$ cat src/rtl/spi_cmd_shifter.sv
module spi_cmd_shifter #(
  parameter int HALF_DIV = 2,
  parameter int TX_BYTES = 6,
  parameter int RX_BYTES = 4,
  parameter int CNT_W    = 8,
  parameter int ADDR_W   = 4
) (
  input  logic              clk,
  input  logic              rst_n,
  input  logic              reg_wr,
  input  logic [ADDR_W-1:0] reg_addr,
  input  logic [7:0]        reg_wdata,
  output logic [7:0]        reg_rdata,
  output logic              spi_cs_n,
  output logic              spi_sck,
  output logic              spi_mosi,
  input  logic              spi_miso
);
  localparam int TXW     = 8 * TX_BYTES;
  localparam int RXW     = 8 * RX_BYTES;
  localparam int DIV_W   = $clog2(HALF_DIV + 1);
  localparam int RX_BASE = 2 + TX_BYTES;

  logic [7:0]       tx_q [TX_BYTES];
  logic [TXW-1:0]   tx_flat, tx_sh;
  logic [RXW-1:0]   rx_sh;
  logic [CNT_W-1:0] cnt_q, left_q;
  logic [DIV_W-1:0] div_q;
  logic             busy, sck_q;

  for (genvar g = 0; g < TX_BYTES; g++) begin : g_flat
    assign tx_flat[8*g +: 8] = tx_q[g];
  end

  wire go_wr = reg_wr && reg_addr == '0 && reg_wdata[0];
  wire start = go_wr && !busy && cnt_q != '0;
  wire tick  = busy && div_q == DIV_W'(HALF_DIV - 1);

  assign spi_cs_n = !busy;
  assign spi_sck  = sck_q;
  assign spi_mosi = tx_sh[TXW-1];

  always_ff @(posedge clk or negedge rst_n) begin
    if (!rst_n) begin
      for (int i = 0; i < TX_BYTES; i++) tx_q[i] <= '0;
      cnt_q  <= '0;
      left_q <= '0;
      div_q  <= '0;
      busy   <= 1'b0;
      sck_q  <= 1'b0;
      tx_sh  <= '0;
      rx_sh  <= '0;
    end else begin
      if (reg_wr && reg_addr == ADDR_W'(1)) cnt_q <= CNT_W'(reg_wdata);
      for (int i = 0; i < TX_BYTES; i++)
        if (reg_wr && reg_addr == ADDR_W'(2 + i)) tx_q[i] <= reg_wdata;
      if (start) begin
        busy   <= 1'b1;
        left_q <= cnt_q;
        tx_sh  <= tx_flat;
        div_q  <= '0;
        sck_q  <= 1'b0;
      end else if (tick) begin
        div_q <= '0;
        if (!sck_q) begin
          sck_q <= 1'b1;
          rx_sh <= {rx_sh[RXW-2:0], spi_miso};
        end else begin
          sck_q <= 1'b0;
          tx_sh <= tx_sh << 1;
          if (left_q == CNT_W'(1)) busy <= 1'b0;
          else left_q <= left_q - 1'b1;
        end
      end else if (busy) begin
        div_q <= div_q + 1'b1;
      end
    end
  end

  always_comb begin
    reg_rdata = '0;
    if (reg_addr == '0) reg_rdata = {7'b0, busy};
    if (reg_addr == ADDR_W'(1)) reg_rdata = 8'(cnt_q);
    for (int i = 0; i < TX_BYTES; i++)
      if (reg_addr == ADDR_W'(2 + i)) reg_rdata = tx_q[i];
    for (int k = 0; k < RX_BYTES; k++)
      if (reg_addr == ADDR_W'(RX_BASE + k)) reg_rdata = rx_sh[8*k +: 8];
  end


  idle_sck_low_chk: assert property (@(posedge clk) disable iff (!rst_n)
    spi_cs_n |-> !spi_sck);


  mosi_on_fall_chk: assert property (@(posedge clk) disable iff (!rst_n)
    (!$stable(spi_mosi) && $past(busy)) |-> $fell(spi_sck));


  cs_fall_sck_low_chk: assert property (@(posedge clk) disable iff (!rst_n)
    $fell(spi_cs_n) |-> !spi_sck);


  busy_hold_chk: assert property (@(posedge clk) disable iff (!rst_n)
    (busy && !(tick && sck_q && left_q == CNT_W'(1))) |=> busy);


  zero_count_idle_chk: assert property (@(posedge clk) disable iff (!rst_n)
    (!busy && cnt_q == '0) |=> !busy);
endmodule

$ cat config.mk
export PLATFORM = sky130hd
export DESIGN_NAME = spi_cmd_shifter
export DESIGN_NICKNAME = d
export VERILOG_FILES = /design/src/rtl/spi_cmd_shifter.sv
export SDC_FILE = /design/constraint.sdc
export NUM_CORES = 1
export LEC_CHECK = 0
export ABC_AREA = 1
export ABC_CLOCK_PERIOD_IN_PS = 4550
export BUFFER_PORTS_ARGS = -buffer_cell sky130_fd_sc_hd__buf_2
export CELL_PAD_IN_SITES_DETAIL_PLACEMENT = 1
export CELL_PAD_IN_SITES_GLOBAL_PLACEMENT = 1
export CORE_MARGIN = 2
export CORE_UTILIZATION = 25
export CTS_CLUSTER_SIZE = 28
export DETAILED_ROUTE_END_ITERATION = 16
export GPL_ROUTABILITY_DRIVEN = 0
export PLACE_DENSITY = 0.44
export SYNTH_ARGS = -nofsm -noshare
export SYNTH_HDL_FRONTEND = slang
export SYNTH_SLANG_ARGS = --single-unit
$ cat constraint.sdc
create_clock -name clk -period 4.55 [get_ports clk]
set_input_delay 0 -clock clk [delete_from_list [all_inputs] [get_ports clk]]
set_output_delay 0 -clock clk [all_outputs]
set_load 0.005 [all_outputs]
==> results, run 1 <==
- The combinational power share is 7.3%.
- Counting flops and latches in the post-synthesis netlist gives 148.
- Once detail routing completed, the nets flagged for antenna violations numbered 0.
- The total of buffers placed on input and output ports is 26.
- For this run, the detailed router's first-pass iteration total came to 4.
- The antenna diode instance count is 0.
- Dividing the final minimum period by the clock period gives 53.59%.
- The required arrival time at the worst endpoint is 4880 ps.
- For the finished layout, the period the worst path requires is 2439 ps.
- The total negative setup slack is 0 ps.
- STA puts the critical path data arrival time at 2770 ps.
- The static leakage power is 3.501 nW.
- The worst-case IR drop observed on VDD is 0.2151 mV.
- Per report_power, the clock group accounts for 44.0% of the total.
- The number of nets handed over by synthesis was 862.
- The number of buffers inserted during clock tree synthesis is 17.
- The initial antenna violation count is 0.
- Counting instances, the worst hold path has a depth of 3.
- Across the run, the number of max-cap violations was 0.
- The area of the core region is 26950 um^2.
- The initial utilization of the core area, before any placement, comes to 25.44%.
- Global routing used 15.86% of the available tracks across all layers.
- The maximum clock insertion buffer count is 2.
- Summing all non-filler instances in the final layout gives an area of 7823 um^2.
- The depth of the CTS H-tree is 4.
- The floorplan has 60 rows.
- Setup violations remaining at the end of the flow were counted as 0.
- The startpoint type of the worst setup path is a register.
- The setup path with the least slack is of type register to register.
- For this block, the initial DRC count from the detailed router was 227.
- The smallest setup slack after layout is 2111 ps.
- TritonCTS built the clock tree.
- The slew at the pin closest to its max-slew limit is 1061 ps.
- The total setup buffers inserted after CTS is 0.
- Counting distinct cell types in the post-synthesis netlist gives 26.
- After detailed placement, the total cell area comes to 7237 um^2.
- The share of total power in sequential cells is 48.7%.
- On the final layout, the worst hold slack is 45.17 ps.
- For this block, the via count after detailed routing is 5538.
- The number of clock sinks seen by CTS is 148.
- The internal power component is 2.331 mW.
- Net switching is 26.56% of the power.
- The fraction of layout cells with a size suffix above 1 is 8.997%.
- Entering global routing, the biggest net connects 66 pins.
- The count of unresolved DRC violations after routing is 0.
- In this run the cell area of the synthesized design comes to 6857 um^2.
- The number of global-route vias before repair came to 5956.
- The first global-routing pass estimated 34950 um of wire.
- The horizontal extent of the die is 169.6 um.
- The synthesized instance count is 844.
- After filler insertion, the fill cell instance count of the layout stands at 3176.
- The layout overhead on the synthesized area is 14.09%.
- Clock-pin slew was measured on the worst setup and hold paths at 60 ps.
- The worst setup path is captured at a register.
- The final-report max-slew violation count was 0.
- Clock skew on the completed layout was measured at 7.766 ps.
- The master cell of the clock root buffer is sky130_fd_sc_hd__clkbuf_16.
- After legalization and detailed placement, the total HPWL measured 15030 um.
- The post-detailed-route via-to-cell ratio is 4.584.
- The worst min-delay path class is input pin to register.
- The worst register-to-register path has a depth of 7.
- The clock latency at the later pin of the worst-skew pair is 420 ps.
- The share of the Yosys chip area taken by registers is 54.01%.
- The worst slew margin relative to its limit is 29.16%.
- Setup repair after global routing left no endpoint under its margin.
- The height of the chip is 169.6 um.
- Dividing the detail-routed wire length by the instance count gives 17.67 um.
- The post-synthesis average cell area is 8.124 um^2.
- The flow ran to the end, and the final reports show no timing, DRC or antenna violations.
- The ratio of total power to cell area is 405.7 nW/um^2.
- The largest driver fanout on the critical path is 63.
- Global routing finished with a remaining overflow of 0.
- The final number of hold-violating endpoints is 0.
- For this block, the routed nets add up to 21350 um of wire.
- In this run the count of I/O pins placed on the die edge is 27.
- The final layout contains 874 nets.
- The worst setup timing slack at the placement stage is 2044 ps.
- The power consumption is 3.174 mW.
- The net switching power is 0.8428 mW.
- The die covers 28770 um^2.
- The fmax is 410.1 MHz.
- The Yosys step of the flow raised 0 warnings.
## cells in the final DEF, fill, tap and decap left out, drive strengths merged, types with 18 or more instances in the layout
master / Yosys / final
nand2: 297 / 297
dfrtp: 148 / 148
nor2: 93 / 93
o21ai: 93 / 93
inv: 53 / 53
a31oi: 47 / 47
buf: 35 / 31
a21oi: 21 / 21
clkbuf: 5 / 20
nand3: 18 / 18
## worst paths after layout
path / from / endpoint / slack (ps)
worst min-delay path: reg_wdata[4] / tx_flat[4] / 50
min in group asynchronous: rst_n / tx_sh[11] / 160
worst max-delay path: busy / tx_sh[20] / 2110
worst min register to register: tx_sh[0] / tx_sh[0] / 490
max in group asynchronous: rst_n / tx_sh[45] / 3230
worst max register to register: busy / tx_sh[20] / 2110
## timing repair
action	CTS	global route
gates resized for setup	0	0
hold endpoints to repair	61	0
hold buffers	2	0
## metrics by stage
stage | util (%) | cells
detailed placement | 26.85 | 1176
CTS | 29.03 | 1208
global placement | 26.85 | 1176
finish | 29.03 | 1208
global route | 29.03 | 1208
floorplan | - | 844
## state kept, by name, indices dropped and copies added, names as in the netlist
register and cells:
spi_sck 1, tx_flat 48, cnt_q 8, busy 1, div_q 2, left_q 8, rx_sh 32, tx_sh 48
## critical path, cell delays in order, from the launching register on
cell,delay [ps]
sky130_fd_sc_hd__dfrtp_1,400
sky130_fd_sc_hd__nand2_1,90
sky130_fd_sc_hd__nor2_1,160
sky130_fd_sc_hd__inv_1,110
sky130_fd_sc_hd__o21ai_4,670
sky130_fd_sc_hd__buf_4,630
sky130_fd_sc_hd__nor2_1,90
sky130_fd_sc_hd__a31oi_1,180
## cell type report
type	count	area (um^2)	area share (%)
Clock buffer	20	456.7	5.838
Tap cell	341	426.7	5.454
Inverter	53	198.9	2.543
Timing Repair Buffer	33	193.9	2.479
Sequential cell	148	3704	47.34
Clock inverter	10	108.9	1.392
Multi-Input combinational cell	603	2734	34.95
## cells in the mapped netlist
| library cell | count | share of area, % |
|---|---|---|
| sky130_fd_sc_hd__xor2_1 | 3 | 0.38 |
| sky130_fd_sc_hd__a21oi_1 | 21 | 1.5 |
| sky130_fd_sc_hd__inv_1 | 50 | 2.7 |
| sky130_fd_sc_hd__nor2_4 | 3 | 0.49 |
| sky130_fd_sc_hd__nor3b_1 | 8 | 0.88 |
| sky130_fd_sc_hd__buf_6 | 5 | 0.82 |
| sky130_fd_sc_hd__o21ai_0 | 81 | 5.9 |
| sky130_fd_sc_hd__nand3_1 | 18 | 1.3 |
| sky130_fd_sc_hd__inv_2 | 3 | 0.16 |
| sky130_fd_sc_hd__nor2_2 | 4 | 0.36 |
| sky130_fd_sc_hd__nor2_1 | 86 | 4.7 |
| sky130_fd_sc_hd__nand2_1 | 292 | 16 |
| sky130_fd_sc_hd__ha_1 | 2 | 0.36 |
| sky130_fd_sc_hd__nor4_1 | 3 | 0.27 |
| sky130_fd_sc_hd__a31oi_1 | 47 | 4.3 |
| sky130_fd_sc_hd__nand4_1 | 15 | 1.4 |
| sky130_fd_sc_hd__nor3_4 | 1 | 0.24 |
| sky130_fd_sc_hd__dfrtp_1 | 148 | 54 |
| sky130_fd_sc_hd__nor3_1 | 1 | 0.073 |
| sky130_fd_sc_hd__clkbuf_1 | 5 | 0.27 |
| sky130_fd_sc_hd__nand2_2 | 5 | 0.46 |
| sky130_fd_sc_hd__buf_4 | 3 | 0.33 |
| sky130_fd_sc_hd__o21ai_1 | 11 | 0.80 |
| sky130_fd_sc_hd__buf_2 | 27 | 2.0 |
| sky130_fd_sc_hd__xnor2_1 | 1 | 0.13 |
| sky130_fd_sc_hd__o21ai_2 | 1 | 0.13 |
## logic make-up after synthesis
logic type / synth area share (%)
compound gates: 12.66
xor+xnor: 0.5110
fa+ha+maj: 0.3649
buf+inv: 6.296
flops: 54.01
simple gates: 26.15
## routing by layer
| metal | GRT usage [%] | part of all wire, % | up-vias |
|---|---|---|---|
| met1 | 22.15 | 52 | 2708 |
| met5 | 0 | 0 | - |
| met3 | 2.215 | 1.4 | 17 |
| met4 | 4.868 | 1.4 | 0 |
| li1 | - | - | 2770 |
| met2 | 25.54 | 45 | 43 |
## power by group through the flow
stage	registers, mW	logic (mW)	clock network, mW
2_1_floorplan	1.51	0.135	0
3_3_place_gp	1.57	0.230	0
3_5_place_dp	1.57	0.239	0
4_1_cts	1.55	0.242	1.44
5_1_grt	1.56	0.273	1.49
6_report	1.54	0.233	1.40
(Power assumes the default switching activity.)
==> run 2: changes to the inputs <==
ABC_CLOCK_PERIOD_IN_PS = 1950   (was 4550)
PLACE_DENSITY = 0.46   (was 0.44)
clock period = 1.95 ns   (was 4.55 ns; I/O delays follow)
==> run 2 against run 1 <==
- clock power rose by 130%
- die area stayed put
- combinational power rose by 140%
- core utilization is 0.79 points higher
- sequential power increased by 130%
- final area increased by 2.7%
- flip-flop and latch count is the same
- setup slack got worse by 2000 ps
- non-clock buffer count is 13 higher
- via count increased by 1.8%
==> results, run 2 (synthesized netlist as in run 1, its figures left out) <==
- The run finished with clean final reports.
- The largest net degree at the start of global routing came to 66 (unchanged).
- The power consumption came to 7.368 mW (+130%).
- The worst setup path is captured at an output pin.
- The root buffer cell chosen for the clock tree is sky130_fd_sc_hd__clkbuf_16.
- The count of routing violations after the opening detailed-route iteration is 233 (+2.6%).
- The clock tree from TritonCTS is built.
- The number of nets in the layout is 887 (+1.5%).
- The portion of total power attributed to the clock network came to 43.5% (-0.5 points).
- The leading cell type in the layout, fill and taps excluded is sky130_fd_sc_hd__nand2_1.
- The slew at the pin closest to its max-slew limit is 581.1 ps (-479.9 ps).
- The ratio of total power to cell area was 916.9 nW/um^2 (+130%).
- The wire length per cell after detailed routing is 16.83 um (-4.8%).
- The depth of the CTS H-tree came to 4 (unchanged).
- The count of unresolved DRC violations after routing is 0 (unchanged).
- The final instance area is 8035 um^2 (+2.7%).
- The total negative setup slack is 0 ps (unchanged).
- The horizontal extent of the die is 169.6 um (unchanged).
- The endpoint arrival time on the critical path was 1840 ps (-930 ps).
- The required arrival time at the worst endpoint came to 1950 ps (-2930 ps).
- The number of endpoints failing setup at the final stage is 0 (unchanged).
- The clock transition at the register clock pins on the worst setup and hold paths after CTS is 70 ps (about the same).
- The global-route wire length before repair is 34520 um (-1.2%).
- The post-detailed-route via-to-cell ratio is 4.608 (+0.50%).
- The category of the most critical setup path is register to output pin.
- The total of buffers placed on input and output ports was 26 (unchanged).
- The fraction of power spent switching nets is 27.69% (+1.1 points).
- The reg-to-reg critical path startpoint is cnt_q[5].
- The post-route clock period utilization is 94.12%.
- The maximum clock insertion buffer count is 2 (unchanged).
- The worst clock skew is 10.34 ps (+2.573 ps).
- The final number of hold-violating endpoints was 0 (unchanged).
- The final global-route overflow total is 0 (unchanged).
- The total setup buffers inserted after CTS is 0 (unchanged).
- The number of nets with antenna violations after routing is 0 (unchanged).
- The source of the critical timing path is cnt_q[6].
- The fraction of layout cells with a size suffix above 1 is 11.22% (+2.2 points).
- The post-place instance area is 7410 um^2 (+2.4%).
- The overall routing resource usage is 15.41% (-0.45 points).
- The worst slew margin relative to its limit was 61.11% (+32 points).
- Leaving out fill and tap cells, the most frequent cells in the layout are sky130_fd_sc_hd__nand2_1 (292), sky130_fd_sc_hd__dfrtp_1 (148), sky130_fd_sc_hd__nor2_1 (83).
- The antenna diode instance count is 0 (unchanged).
- The combinational power share came to 7.7% (+0.4 points).
- The worst hold path belongs to the class input pin to async pin.
- The initial core utilization was 25.44% (unchanged).
- The startpoint type of the worst setup path is a register.
- The largest driver fanout on the critical path was 4 (-94%).
- The number of iterations in the first detailed-routing pass was 4 (unchanged).
- Based on the critical path, the design can be clocked at up to 544.8 MHz.
- The area of the die is 28770 um^2 (unchanged).
- The initial antenna violation count is 0 (unchanged).
- The height of the chip is 169.6 um (unchanged).
- Compared with the post-synthesis result, the final layout area differs by 17.19%.
- The static leakage power came to 3.592 nW (+2.6%).
- The number of global-route vias before repair is 6078 (+2.0%).
- The worst path in the final design needs a cycle of 1835 ps, including I/O delays and setup.
- The total number of placement rows is 60 (unchanged).
- The area of the core region is 26950 um^2 (unchanged).
- The final-report max-slew violation count came to 0 (unchanged).
- The net switching power is 2.040 mW (+140%).
- The estimated wirelength of the detail-placed design is 14880 um (-0.99%).
- The clock latency at the later pin of the worst-skew pair is 420 ps (about the same).
- Setup repair after global routing left no endpoint under its margin.
- The share of total power in sequential cells is 48.9% (+0.2 points).
- The I/O pin count is 27 (unchanged).
- The count of vias placed by the detailed router is 5635 (+1.8%).
- The worst vdd rail ir drop is 0.4965 mV (+130%).
- The number of clock sinks seen by CTS is 148 (unchanged).
- The number of buffers inserted during clock tree synthesis is 17 (unchanged).
- The internal power component is 5.328 mW (+130%).
- The count of max-cap constraint violations is 0 (unchanged).
- The sum of routed wire length over all layers is 20580 um (-3.6%).
==> run 2: changes by cell type in the layout (fill, tap and decap cells not counted), moves of 2 or more <==
cell                         delta
sky130_fd_sc_hd__buf_12         +6
sky130_fd_sc_hd__buf_4          +6
sky130_fd_sc_hd__nor2_2         +2
sky130_fd_sc_hd__clkinvlp_4     +3
sky130_fd_sc_hd__clkinv_2       -3
sky130_fd_sc_hd__clkinv_4       +3
sky130_fd_sc_hd__nor2_1         -3
sky130_fd_sc_hd__inv_6          +2
==> run 2: through the flow <==
step	setup slack, ps	cells	util [%]	hold WS, ps
4_1_cts	15.10	1223	29.68	31.68
5_1_grt	1.955	1223	29.81	57.64
2_1_floorplan	443.3	844	-	-295.6
3_5_place_dp	36.60	1189	27.49	-83.01
3_3_place_gp	112.4	1189	27.49	-88.94
6_report	114.6	1223	29.81	26.62
==> run 2: layout make-up <==
type	count	area [um^2]
repair buffers	46	372.9
clock buffers	18	439.2
well taps	341	426.7
multi-input cells	603	2761
flip-flops and latches	148	3704
inverters	53	201.4
fillers	3197	18920
clock inverters	14	130.1
==> run 2: path summary, 6_finish.rpt <==
path	to	slack [ps]	cells past startpoint
setup / recovery	reg_rdata[6]	110	7
min in group clk	tx_flat[2]	60	3
setup reg to reg	tx_sh[23]	180	7
hold / removal	left_q[3]	30	2
hold reg to reg	div_q[0]	470	1
max in group asynchronous	tx_sh[37]	1210	3
==> run 2: layer usage <==
layer	GRT usage (%)	vias to the layer above	share of wire (%)
li1	-	2803	-
met1	21.92	2765	51
met2	24.38	55	45
met3	2.495	12	2.3
met4	4.013	0	1.3
met5	0	-	0
==> run 2: power by group through the flow <==
stage	registers (mW)	clock network, mW	logic [mW]
2_1_floorplan	3.52	0	0.316
3_3_place_gp	3.66	0	0.551
3_5_place_dp	3.66	0	0.570
4_1_cts	3.60	3.30	0.579
5_1_grt	3.64	3.44	0.662
6_report	3.60	3.20	0.564
==> run 2: critical path: stages (launching register included) <==
cell and delay (ps):
sky130_fd_sc_hd__dfrtp_1 430, sky130_fd_sc_hd__nand2_1 100, sky130_fd_sc_hd__nand3_1 120, sky130_fd_sc_hd__nor2_1 160, sky130_fd_sc_hd__nand3_1 150, sky130_fd_sc_hd__nor3_2 200, sky130_fd_sc_hd__nand4_1 120, sky130_fd_sc_hd__buf_2 150
==> run 2: what timing repair did <==
item | in CTS | in global routing
gates resized for setup | 0 | 10
endpoints found under the setup margin | 0 | 49
hold buffers | 2 | 0
endpoints found under the hold margin | 149 | 0
